<file path="src/rtl/sct_pkg.sv">
package sct_pkg;

    typedef enum logic [1:0] {
        DIR_NONE = 2'd0,
        DIR_FWD  = 2'd1,
        DIR_REV  = 2'd2
    } dir_e;

    // Sign quadrant in rotation order: 0 (+,+) 1 (cos-) 2 (both-) 3 (sin-)
    function automatic logic [1:0] quad_of(input logic sin_neg, input logic cos_neg);
        logic [1:0] q;
        if (!cos_neg) q = sin_neg ? 2'd3 : 2'd0;
        else          q = sin_neg ? 2'd2 : 2'd1;
        return q;
    endfunction

endpackage

</file>
<file path="src/rtl/sct_period_qual.sv">
module sct_period_qual
    import sct_pkg::*;
#(
    parameter int unsigned MIN_PERIOD = 20000
)(
    input  logic clk,
    input  logic rst_n,
    input  logic sin_neg,
    input  logic cos_neg,
    output logic wrap_o,
    output logic qual_o
);
    localparam int unsigned CNT_W = $clog2(MIN_PERIOD + 1);
    localparam logic [CNT_W-1:0] CNT_LIM = CNT_W'(MIN_PERIOD);

    typedef struct packed {
        logic             primed;
        logic [1:0]       quad;
        dir_e             dir;
        logic [2:0]       steps;
        logic             seg_ok;
        logic             prev_full;
        logic [CNT_W-1:0] per_cnt;
        logic             qual;
    } st_t;

    st_t        st_d, st_q;
    logic [1:0] q_new;
    logic       fwd, rev, same, full, long_ok, wrap;
    dir_e       step_dir;

    always_comb begin
        st_d      = st_q;
        st_d.qual = 1'b0;
        wrap      = 1'b0;
        full      = 1'b0;
        q_new     = quad_of(sin_neg, cos_neg);
        fwd       = (q_new == 2'(st_q.quad + 2'd1));
        rev       = (q_new == 2'(st_q.quad - 2'd1));
        step_dir  = fwd ? DIR_FWD : DIR_REV;
        same      = (step_dir == st_q.dir);
        long_ok   = (st_q.per_cnt >= CNT_LIM);

        if (st_q.per_cnt < CNT_LIM) st_d.per_cnt = st_q.per_cnt + 1'b1;

        if (!st_q.primed) begin
            st_d.primed = 1'b1;
            st_d.quad   = q_new;
        end else if (q_new != st_q.quad) begin
            st_d.quad = q_new;
            if (!fwd && !rev) begin
                // diagonal jump: direction unknown, drop history
                st_d.dir       = DIR_NONE;
                st_d.seg_ok    = 1'b0;
                st_d.prev_full = 1'b0;
                st_d.steps     = 3'd0;
            end else begin
                if (same) begin
                    st_d.steps = (st_q.steps == 3'd7) ? 3'd7 : st_q.steps + 3'd1;
                end else begin
                    st_d.dir       = step_dir;
                    st_d.seg_ok    = 1'b0;
                    st_d.prev_full = 1'b0;
                    st_d.steps     = 3'd1;
                end
                if (q_new == 2'd0) begin
                    wrap           = 1'b1;
                    full           = same && st_q.seg_ok && (st_q.steps == 3'd3);
                    st_d.qual      = full && st_q.prev_full && long_ok;
                    st_d.prev_full = full;
                    st_d.seg_ok    = 1'b1;
                    st_d.steps     = 3'd0;
                    st_d.per_cnt   = CNT_W'(1);
                end
            end
        end
    end

    always_ff @(posedge clk or negedge rst_n) begin
        if (!rst_n) begin
            st_q <= '{primed: 1'b0, quad: 2'd0, dir: DIR_NONE, steps: 3'd0,
                      seg_ok: 1'b0, prev_full: 1'b0, per_cnt: '0, qual: 1'b0};
        end else begin
            st_q <= st_d;
        end
    end

    assign wrap_o = wrap;
    assign qual_o = st_q.qual;

endmodule

</file>
<file path="src/rtl/sct_extrema.sv">
module sct_extrema #(
    parameter int unsigned DATA_W = 12
)(
    input  logic                     clk,
    input  logic                     rst_n,
    input  logic signed [DATA_W-1:0] sample_i,
    input  logic                     wrap_i,
    output logic signed [DATA_W-1:0] lo_o,
    output logic signed [DATA_W-1:0] hi_o
);
    typedef struct packed {
        logic [DATA_W-1:0] run_lo;
        logic [DATA_W-1:0] run_hi;
        logic [DATA_W-1:0] lat_lo;
        logic [DATA_W-1:0] lat_hi;
    } st_t;

    st_t                     st_d, st_q;
    logic signed [DATA_W-1:0] cur_lo, cur_hi;

    always_comb begin
        st_d   = st_q;
        cur_lo = (sample_i < $signed(st_q.run_lo)) ? sample_i : $signed(st_q.run_lo);
        cur_hi = (sample_i > $signed(st_q.run_hi)) ? sample_i : $signed(st_q.run_hi);
        if (wrap_i) begin
            st_d.lat_lo = cur_lo;
            st_d.lat_hi = cur_hi;
            st_d.run_lo = sample_i;
            st_d.run_hi = sample_i;
        end else begin
            st_d.run_lo = cur_lo;
            st_d.run_hi = cur_hi;
        end
    end

    always_ff @(posedge clk or negedge rst_n) begin
        if (!rst_n) st_q <= '0;
        else        st_q <= st_d;
    end

    assign lo_o = $signed(st_q.lat_lo);
    assign hi_o = $signed(st_q.lat_hi);

endmodule

</file>
<file path="src/rtl/sct_offset_step.sv">
module sct_offset_step #(
    parameter int unsigned DATA_W     = 12,
    parameter int unsigned OFF_LIM    = 1000,
    parameter int unsigned STEP_SHIFT = 3
)(
    input  logic                     clk,
    input  logic                     rst_n,
    input  logic                     qual_i,
    input  logic signed [DATA_W-1:0] lo_i,
    input  logic signed [DATA_W-1:0] hi_i,
    output logic signed [DATA_W-1:0] off_o
);
    localparam int unsigned EW = DATA_W + 2;
    localparam logic signed [EW-1:0] LIM_P = EW'(OFF_LIM);
    localparam logic signed [EW-1:0] LIM_N = -LIM_P;

    typedef struct packed {
        logic [DATA_W-1:0] off;
    } st_t;

    st_t                  st_d, st_q;
    logic signed [EW-1:0] lo_x, hi_x, off_x, center, err, nxt;

    always_comb begin
        st_d   = st_q;
        lo_x   = $signed({{2{lo_i[DATA_W-1]}}, lo_i});
        hi_x   = $signed({{2{hi_i[DATA_W-1]}}, hi_i});
        off_x  = $signed({{2{st_q.off[DATA_W-1]}}, st_q.off});
        center = (lo_x + hi_x) >>> 1;
        err    = center - off_x;
        nxt    = off_x + (err >>> STEP_SHIFT);
        if (qual_i) begin
            if (nxt > LIM_P)      st_d.off = LIM_P[DATA_W-1:0];
            else if (nxt < LIM_N) st_d.off = LIM_N[DATA_W-1:0];
            else                  st_d.off = nxt[DATA_W-1:0];
        end
    end

    always_ff @(posedge clk or negedge rst_n) begin
        if (!rst_n) st_q <= '0;
        else        st_q <= st_d;
    end

    assign off_o = $signed(st_q.off);

endmodule

</file>
<file path="src/rtl/sct_offset_tracker.sv">
module sct_offset_tracker #(
    parameter int unsigned DATA_W     = 12,
    parameter int unsigned OFF_LIM    = 1000,
    parameter int unsigned MIN_PERIOD = 20000,
    parameter int unsigned STEP_SHIFT = 3
)(
    input  logic                     clk,
    input  logic                     rst_n,
    input  logic signed [DATA_W-1:0] sin_in,
    input  logic signed [DATA_W-1:0] cos_in,
    output logic signed [DATA_W:0]   sin_out,
    output logic signed [DATA_W:0]   cos_out,
    output logic signed [DATA_W-1:0] off_sin,
    output logic signed [DATA_W-1:0] off_cos,
    output logic                     upd_o
);
    localparam int unsigned N_CH = 2;

    typedef struct packed {
        logic [DATA_W:0] corr_s;
        logic [DATA_W:0] corr_c;
        logic            upd;
    } st_t;

    st_t                     st_d, st_q;
    logic                    wrap, qual;
    logic signed [DATA_W-1:0] raw_a [N_CH];
    logic signed [DATA_W-1:0] off_a [N_CH];
    logic signed [DATA_W-1:0] lo_a  [N_CH];
    logic signed [DATA_W-1:0] hi_a  [N_CH];

    assign raw_a[0] = sin_in;
    assign raw_a[1] = cos_in;

    sct_period_qual #(.MIN_PERIOD(MIN_PERIOD)) qual_i (
        .clk     (clk),
        .rst_n   (rst_n),
        .sin_neg (sin_in[DATA_W-1]),
        .cos_neg (cos_in[DATA_W-1]),
        .wrap_o  (wrap),
        .qual_o  (qual)
    );

    for (genvar ch = 0; ch < N_CH; ch++) begin : g_ch
        sct_extrema #(.DATA_W(DATA_W)) ext_i (
            .clk      (clk),
            .rst_n    (rst_n),
            .sample_i (raw_a[ch]),
            .wrap_i   (wrap),
            .lo_o     (lo_a[ch]),
            .hi_o     (hi_a[ch])
        );
        sct_offset_step #(
            .DATA_W     (DATA_W),
            .OFF_LIM    (OFF_LIM),
            .STEP_SHIFT (STEP_SHIFT)
        ) step_i (
            .clk    (clk),
            .rst_n  (rst_n),
            .qual_i (qual),
            .lo_i   (lo_a[ch]),
            .hi_i   (hi_a[ch]),
            .off_o  (off_a[ch])
        );
    end

    always_comb begin
        st_d        = st_q;
        st_d.corr_s = {sin_in[DATA_W-1], sin_in} - {off_a[0][DATA_W-1], off_a[0]};
        st_d.corr_c = {cos_in[DATA_W-1], cos_in} - {off_a[1][DATA_W-1], off_a[1]};
        st_d.upd    = qual;
    end

    always_ff @(posedge clk or negedge rst_n) begin
        if (!rst_n) st_q <= '0;
        else        st_q <= st_d;
    end

    assign sin_out = $signed(st_q.corr_s);
    assign cos_out = $signed(st_q.corr_c);
    assign off_sin = off_a[0];
    assign off_cos = off_a[1];
    assign upd_o   = st_q.upd;

endmodule

</file>
<file path="config.mk">
export PLATFORM = sky130hd
export DESIGN_NAME = sct_offset_tracker
export DESIGN_NICKNAME = d
export VERILOG_FILES = /design/src/rtl/sct_pkg.sv /design/src/rtl/sct_period_qual.sv /design/src/rtl/sct_extrema.sv /design/src/rtl/sct_offset_step.sv /design/src/rtl/sct_offset_tracker.sv
export SDC_FILE = /design/constraint.sdc
export NUM_CORES = 1
export LEC_CHECK = 0
export BUFFER_PORTS_ARGS = -buffer_cell sky130_fd_sc_hd__buf_4
export CAP_MARGIN = 20
export CELL_PAD_IN_SITES_DETAIL_PLACEMENT = 0
export CELL_PAD_IN_SITES_GLOBAL_PLACEMENT = 2
export CORE_MARGIN = 3
export CORE_UTILIZATION = 43
export DETAILED_ROUTE_END_ITERATION = 10
export PLACE_DENSITY = 0.87
export RECOVER_POWER = 25
export SLEW_MARGIN = 20
export SYNTH_ARGS = -nofsm -noshare
export SYNTH_HDL_FRONTEND = slang
export SYNTH_SLANG_ARGS = --single-unit
</file>
<file path="constraint.sdc">
create_clock -name clk -period 14.5 [get_ports clk]
set_clock_uncertainty 0.05 [all_clocks]
set_input_delay 0 -clock clk [delete_from_list [all_inputs] [get_ports clk]]
set_output_delay 0 -clock clk [all_outputs]
set_load 0.01 [all_outputs]
</file>
==> flow_summary.ini, run 1 <==
[layout]
final_common_cell = dfrtp_1
area_growth_syn_to_layout_pct = 13.1
drive_above_1_share_pct = 9.51
final_cell_mix = dfrtp_1 (173), ha_1 (142), o21ai_0 (117)
finalNetCount = 1559
diodes = 0

[setup_path]
cpMaxStageDelayCell = a41o_1
crit_path_frequent_cell = a21oi_1
cpLargestDelayFamily = compound AO/OA/AOI/OAI gates
critPathLaunchType = flip-flop
cp.arrival_ns = 5.87
end_kind = flip-flop
cp_max_fo = 9
slowest_delay_ns = 0.43
cp.required_ns = 14.78
worstSetupPathType = flip-flop to flip-flop
crit_chain = and2_1 -> fa_1 -> a21o_1 -> a21oi_1 -> o21bai_1 -> a21oi_1 -> nand2b_1 -> nand2b_1 -> a21oi_1 -> xnor2_1 -> ha_1 -> nor3_1 -> nor2_1 -> a31o_2 -> xor2_1 -> ha_1 -> a21o_1 -> a211oi_1 -> a21oi_1 -> a21oi_1 -> xor2_1 -> a41o_1 -> nand2_1 -> o22ai_1
cp_num_buf_inv = 0

[detailed_routing]
routed_wl_mm = 29.1
ant_nets = 0
drtIter0Drc = 425
wire_per_inst_um = 16.4
num_vias = 9536
avgViaCountPerCell = 5.39
drc = 0
drt_first_pass_iters = 5

[clock_network]
root_buffer = clkbuf_16
post_cts_resized = 0
cts_tree = done
cts_max_level = 4
post_cts_buffers = 0
cts_sinks = 173
cts_max_path_buffers = 2
path_clk_slew_ns = 0.07
clock_latency_ns = 0.43
cts_buffers = 17
hold_buffers = 25

[outcome]
violations = capacitance limit, slew limit
status = finished, violations left

[timing]
tns_ns = 0
hold_viol = 0
slew_headroom_pct = -279
rsz0062_at_grt = no
slew_violations = 102
fin_crit_sh_pct = 38.5
max_freq_mhz = 179
worst_pin_slew_ns = 5.69
period_needed_ns = 5.58
finalSetupViolations = 0

[placed_design]
hpwl_mm = 21.8
gp_congestion = 0.814
port_buffers = 76

[synth]
yosys_warnings = 0
syn_avg_cell_area_sq_um = 9.43
async_flop_share_pct = 100
ys_types = 84
synth_area_sq_um = 12200
synth_seq_cells = 173
ys_seq_area_share_pct = 35.5
synth_flop_cell = dfrtp_1
syn_inst = 1293
synth_fp_nets = 1467
synth-edff-count = 0

[floorplan]
rows = 60
initial_core_util_pct = 44.5
die-area_sq_um = 30400
chipHeight_um = 174
die_w_um = 174
num_io_pins = 77
core_sq_um = 27400

[global_route]
antenna_found_initial = 0
track_usage_pct = 19.5
grt_max_degree = 102
grt-ovfl-total = 0
grt_pass1_vias = 9479
grt_pass1_wl_mm = 48.6

[min_path]
hp-class = primary input to flip-flop

[flow_run]
max-cap-violations = 1
-- cell usage after synthesis, drive strengths merged (24+ instances only) --
library cell / n / area share [%]
mux2: 33 / 3.0
xnor2: 48 / 3.4
nand3: 24 / 1.0
a21o: 24 / 1.5
inv: 114 / 3.5
mux2i: 46 / 3.8
clkbuf: 28 / 0.86
nand2: 85 / 2.6
a21oi: 71 / 2.9
dfrtp: 173 / 36
o21ai: 121 / 5.0
xor2: 24 / 1.8
ha: 142 / 15
nor2: 82 / 2.5
-- layer usage --
layer  vias up  GRT usage (%)  share of wire, %
li1       4831              -                 -
met1      4565           28.9                52
met2       120           30.5                44
met3        20           2.84               2.8
met4         0           3.95              0.98
met5         -              0                 0
-- worst register-to-register path: cells and delay by family, from the launching register on --
| kind | cells | cell delay, ns |
|---|---|---|
| flops | 1 | 0.38 |
| compound gates | 12 | 2.56 |
| fa+ha+maj | 3 | 1.05 |
| simple gates | 6 | 0.82 |
| xor+xnor | 3 | 0.64 |
-- metrics by stage --
| step | area [sq um] | hold WS (ns) | setup WS (ns) | std cells | utilization [%] |
|---|---|---|---|---|---|
| global route | 13800 | 0.368 | 7.89 | 1770 | 50.3 |
| detailed placement | 13200 | 0.146 | 8.97 | 1713 | 48.0 |
| CTS | 14000 | 0.243 | 8.93 | 1770 | 51.0 |
| global placement | 13100 | 0.152 | 9.04 | 1713 | 48.0 |
| finish | 13800 | 0.355 | 8.92 | 1770 | 50.3 |
| floorplan | 12200 | -0.346 | 9.52 | 1293 | - |
-- flip-flops by register name (all words and copies together) (netlist names) --
| signal | count |
|---|---|
| g_ch.ext_i.hi_o | 24 |
| g_ch.ext_i.st_q | 48 |
| cos_out | 13 |
| g_ch.step_i.off_o | 24 |
| upd_o | 1 |
| qual_i.qual_o | 1 |
| g_ch.ext_i.lo_o | 24 |
| qual_i.st_q | 25 |
| sin_out | 13 |
-- logic make-up (layout without fill, tap and decap cells) --
group | after synthesis | in the layout | share of synthesized area (%)
simple gates | 314 | 314 | 12.6
buf+inv | 149 | 254 | 4.66
fa+ha+maj | 148 | 148 | 15.6
xor+xnor | 72 | 72 | 5.24
mux | 79 | 79 | 6.83
compound gates | 357 | 357 | 19.5
flops | 173 | 173 | 35.5
other cells | 1 | 1 | 0.0308
-- layout make-up --
| class | count | area, sq um |
|---|---|---|
| Clock buffer | 20 | 447 |
| Clock inverter | 12 | 125 |
| Fill cell | 2616 | 13600 |
| Inverter | 114 | 428 |
| Multi-Input combinational cell | 971 | 7300 |
| Sequential cell | 173 | 4330 |
| Tap cell | 372 | 465 |
| Timing Repair Buffer | 108 | 689 |
-- worst paths after layout --
path / start / to / slack (ns) / cells after the start
setup / recovery: g_ch[0].ext_i.hi_o[0]$_DFFE_PN0P_ / g_ch[0].step_i.off_o[1]$_DFFE_PN0P_ / 8.92 / 24
hold / removal: sin_in[0] / g_ch[0].ext_i.st_q[36]$_DFF_PN0_ / 0.35 / 3
setup reg to reg: g_ch[0].ext_i.hi_o[0]$_DFFE_PN0P_ / g_ch[0].step_i.off_o[1]$_DFFE_PN0P_ / 8.92 / 24
hold reg to reg: g_ch[0].ext_i.hi_o[5]$_DFFE_PN0P_ / g_ch[0].ext_i.hi_o[5]$_DFFE_PN0P_ / 0.44 / 2
max in group asynchronous: rst_n / g_ch[1].step_i.off_o[5]$_DFFE_PN0P_ / 9.03 / 2
min in group asynchronous: rst_n / g_ch[0].ext_i.st_q[36]$_DFF_PN0_ / 2.17 / 2
Power of run 1 is left out: the tool's default activity adds up to more than one toggle a clock period on the data nets, which glitch-free logic cannot reach.
==> run 2: changes to the inputs <==
--- a/config.mk
+++ b/config.mk
@@ -10,9 +10,9 @@
 export CELL_PAD_IN_SITES_DETAIL_PLACEMENT = 0
 export CELL_PAD_IN_SITES_GLOBAL_PLACEMENT = 2
 export CORE_MARGIN = 3
-export CORE_UTILIZATION = 43
+export CORE_UTILIZATION = 36
 export DETAILED_ROUTE_END_ITERATION = 10
-export PLACE_DENSITY = 0.87
+export PLACE_DENSITY = 0.78
 export RECOVER_POWER = 25
 export SLEW_MARGIN = 20
 export SYNTH_ARGS = -nofsm -noshare
==> constraint.sdc (replaced) <==
create_clock -name clk -period 4.49 [get_ports clk]
set_clock_uncertainty 0.05 [all_clocks]
set_input_delay 0 -clock clk [delete_from_list [all_inputs] [get_ports clk]]
set_output_delay 0 -clock clk [all_outputs]
set_load 0.01 [all_outputs]
==> flow_summary.ini, run 2 (synthesis results as in run 1) <==
[global_route]
track_usage_pct = 18.8
grt-ovfl-total = 0
antenna_found_initial = 0
grt_pass1_vias = 10300
use_met2_pct = 33.3
grtUsageMet1_pct = 24.2
grt_max_degree = 113
met3_usage_pct = 3.02
grt_pass1_wl_mm = 54.1
grt-busiest-layer = met2

[clock_network]
cts_max_level = 4
cts_max_path_buffers = 2
cts_tree = done
cts_sinks = 173
cts_buffers = 17
path_clk_slew_ns = 0.08
clock_latency_ns = 0.45
root_buffer = clkbuf_16

[detailed_routing]
routed_wl_mm = 33.6
ant_nets = 0
drtIter0Drc = 465
avgViaCountPerCell = 5.17
drc = 0
num_vias = 10400
drt_first_pass_iters = 5
wire_per_inst_um = 16.7

[setup_path]
cp.required_ns = 4.74
cp.arrival_ns = 5.30
reg2reg_slack_ns = -0.56
worstSetupPathType = flip-flop to flip-flop
critPathLaunchType = flip-flop
rr_worst_depth = 24
end_kind = flip-flop
r2r_end = g_ch[1].step_i.off_o[8]$_DFFE_PN0P_
r2r_start = g_ch[1].ext_i.hi_o[0]$_DFFE_PN0P_
cp_max_fo = 4

[layout]
drive_above_1_share_pct = 28.7
largest_register_ffs = 48
area_growth_syn_to_layout_pct = 33.3
final_design_area_no_fill_sq_um = 16300
regMostFlops = g_ch.ext_i.st_q
diodes = 0
top_regs = g_ch.ext_i.st_q: 48 flops, qual_i.st_q: 25 flops
finalNetCount = 1727
num-fill-cells = 3121
final_common_cell = buf_4
post-route-util_pct = 49.3
final_cell_mix = buf_4 (198), dfrtp_1 (173), ha_1 (125)

[timing]
fin_ws_ns = -0.561
worst_pin_slew_ns = 2.98
slew_headroom_pct = -98.6
max_freq_mhz = 198
rsz0062_at_grt = yes
slew_violations = 113
period_needed_ns = 5.05
finalSetupViolations = 24
fin_crit_sh_pct = 112
hold_viol = 0

[placed_design]
postPlaceCellArea_sq_um = 14300
hpwl_mm = 24.5
gp_congestion = 0.822
port_buffers = 76

[min_path]
hp-class = primary input to flip-flop
min_from = sin_in[0]
worst_hold_path.endpoint = g_ch[0].ext_i.st_q[36]$_DFF_PN0_
holdPathStages = 3

[floorplan]
initial_core_util_pct = 37.0
num_io_pins = 77
die-area_sq_um = 36100
core_sq_um = 32900
rows = 66
chipHeight_um = 190
die_w_um = 190

[outcome]
violations = capacitance limit, slew limit, setup timing
status = finished, violations left

[flow_run]
max-cap-violations = 1
run 2: changes by cell type in the layout (fill, tap and decap cells not counted), moves of 14 or more:
cell      delta
a21oi_1     -16
buf_4      +164
buf_6       +16
clkbuf_1    -17
ha_1        -17
o21ai_0     -14
run 2: what timing repair did:
action,CTS,global route
gates resized for setup,91,81
hold buffers,25,0
endpoints found under the setup margin,24,24
endpoints found under the hold margin,219,0
gates cloned,2,0
buffers inserted,27,20
pin swaps,71,91
run 2: per-layer routing:
metal,vias up,wire length (um)
li1,5163,-
met1,5063,15400
met2,127,17000
met3,27,797
met4,0,369
met5,-,0
run 2: area by class of cell:
class	instances	area [sq um]	area share, %
timing repair buffer	274	2050	12.6
sequential	173	4330	26.6
multi-input combinational	973	8320	51.2
clock inverter	15	149	0.916
clock buffer	17	425	2.62
tap	442	553	3.40
inverter	114	428	2.63
run 2: worst max-delay path by stage:
stage,start,to,slack [ns],cells after the start
floorplan,g_ch[1].ext_i.hi_o[0]$_DFFE_PN0P_,g_ch[1].step_i.off_o[6]$_DFFE_PN0P_,-0.22,24
global placement,g_ch[0].ext_i.hi_o[0]$_DFFE_PN0P_,g_ch[0].step_i.off_o[1]$_DFFE_PN0P_,-0.64,24
detailed placement,g_ch[0].ext_i.hi_o[1]$_DFFE_PN0P_,g_ch[0].step_i.off_o[4]$_DFFE_PN0P_,-0.63,21
CTS,g_ch[1].ext_i.hi_o[0]$_DFFE_PN0P_,g_ch[1].step_i.off_o[1]$_DFFE_PN0P_,-0.48,24
global route,g_ch[1].ext_i.hi_o[0]$_DFFE_PN0P_,g_ch[1].step_i.off_o[8]$_DFFE_PN0P_,-0.76,25
finish,g_ch[1].ext_i.hi_o[0]$_DFFE_PN0P_,g_ch[1].step_i.off_o[8]$_DFFE_PN0P_,-0.56,24
run 2: critical path: stages, from the launching register on:
cell and delay [ns]:
dfrtp_1 0.38, and2_4 0.16, fa_2 0.33, a21o_1 0.19
a21oi_2 0.18, o21bai_1 0.10, a21oi_2 0.17, nor2b_2 0.06
buf_4 0.13, o211a_1 0.22, o31a_1 0.33, ha_4 0.24
buf_4 0.15, a21o_1 0.16, xor2_1 0.14, ha_2 0.19
buf_4 0.15, buf_4 0.13, a2111oi_4 0.39, nor2_2 0.10
xor2_2 0.20, buf_4 0.15, a311oi_2 0.26, nand2b_4 0.22
o221ai_1 0.11
run 2: through the flow:
stage               std cells  setup TNS, ns  setup WS (ns)  hold WS (ns)
CTS                      1992          -9.01         -0.478         0.258
finish                   2008         -10.77         -0.561         0.326
global placement         1907         -11.08         -0.636         0.180
detailed placement       1907         -12.46         -0.630         0.177
floorplan                1293          -2.74         -0.219        -0.346
global route             2008         -16.00         -0.764         0.336
Power of run 2 is left out for the same reason.
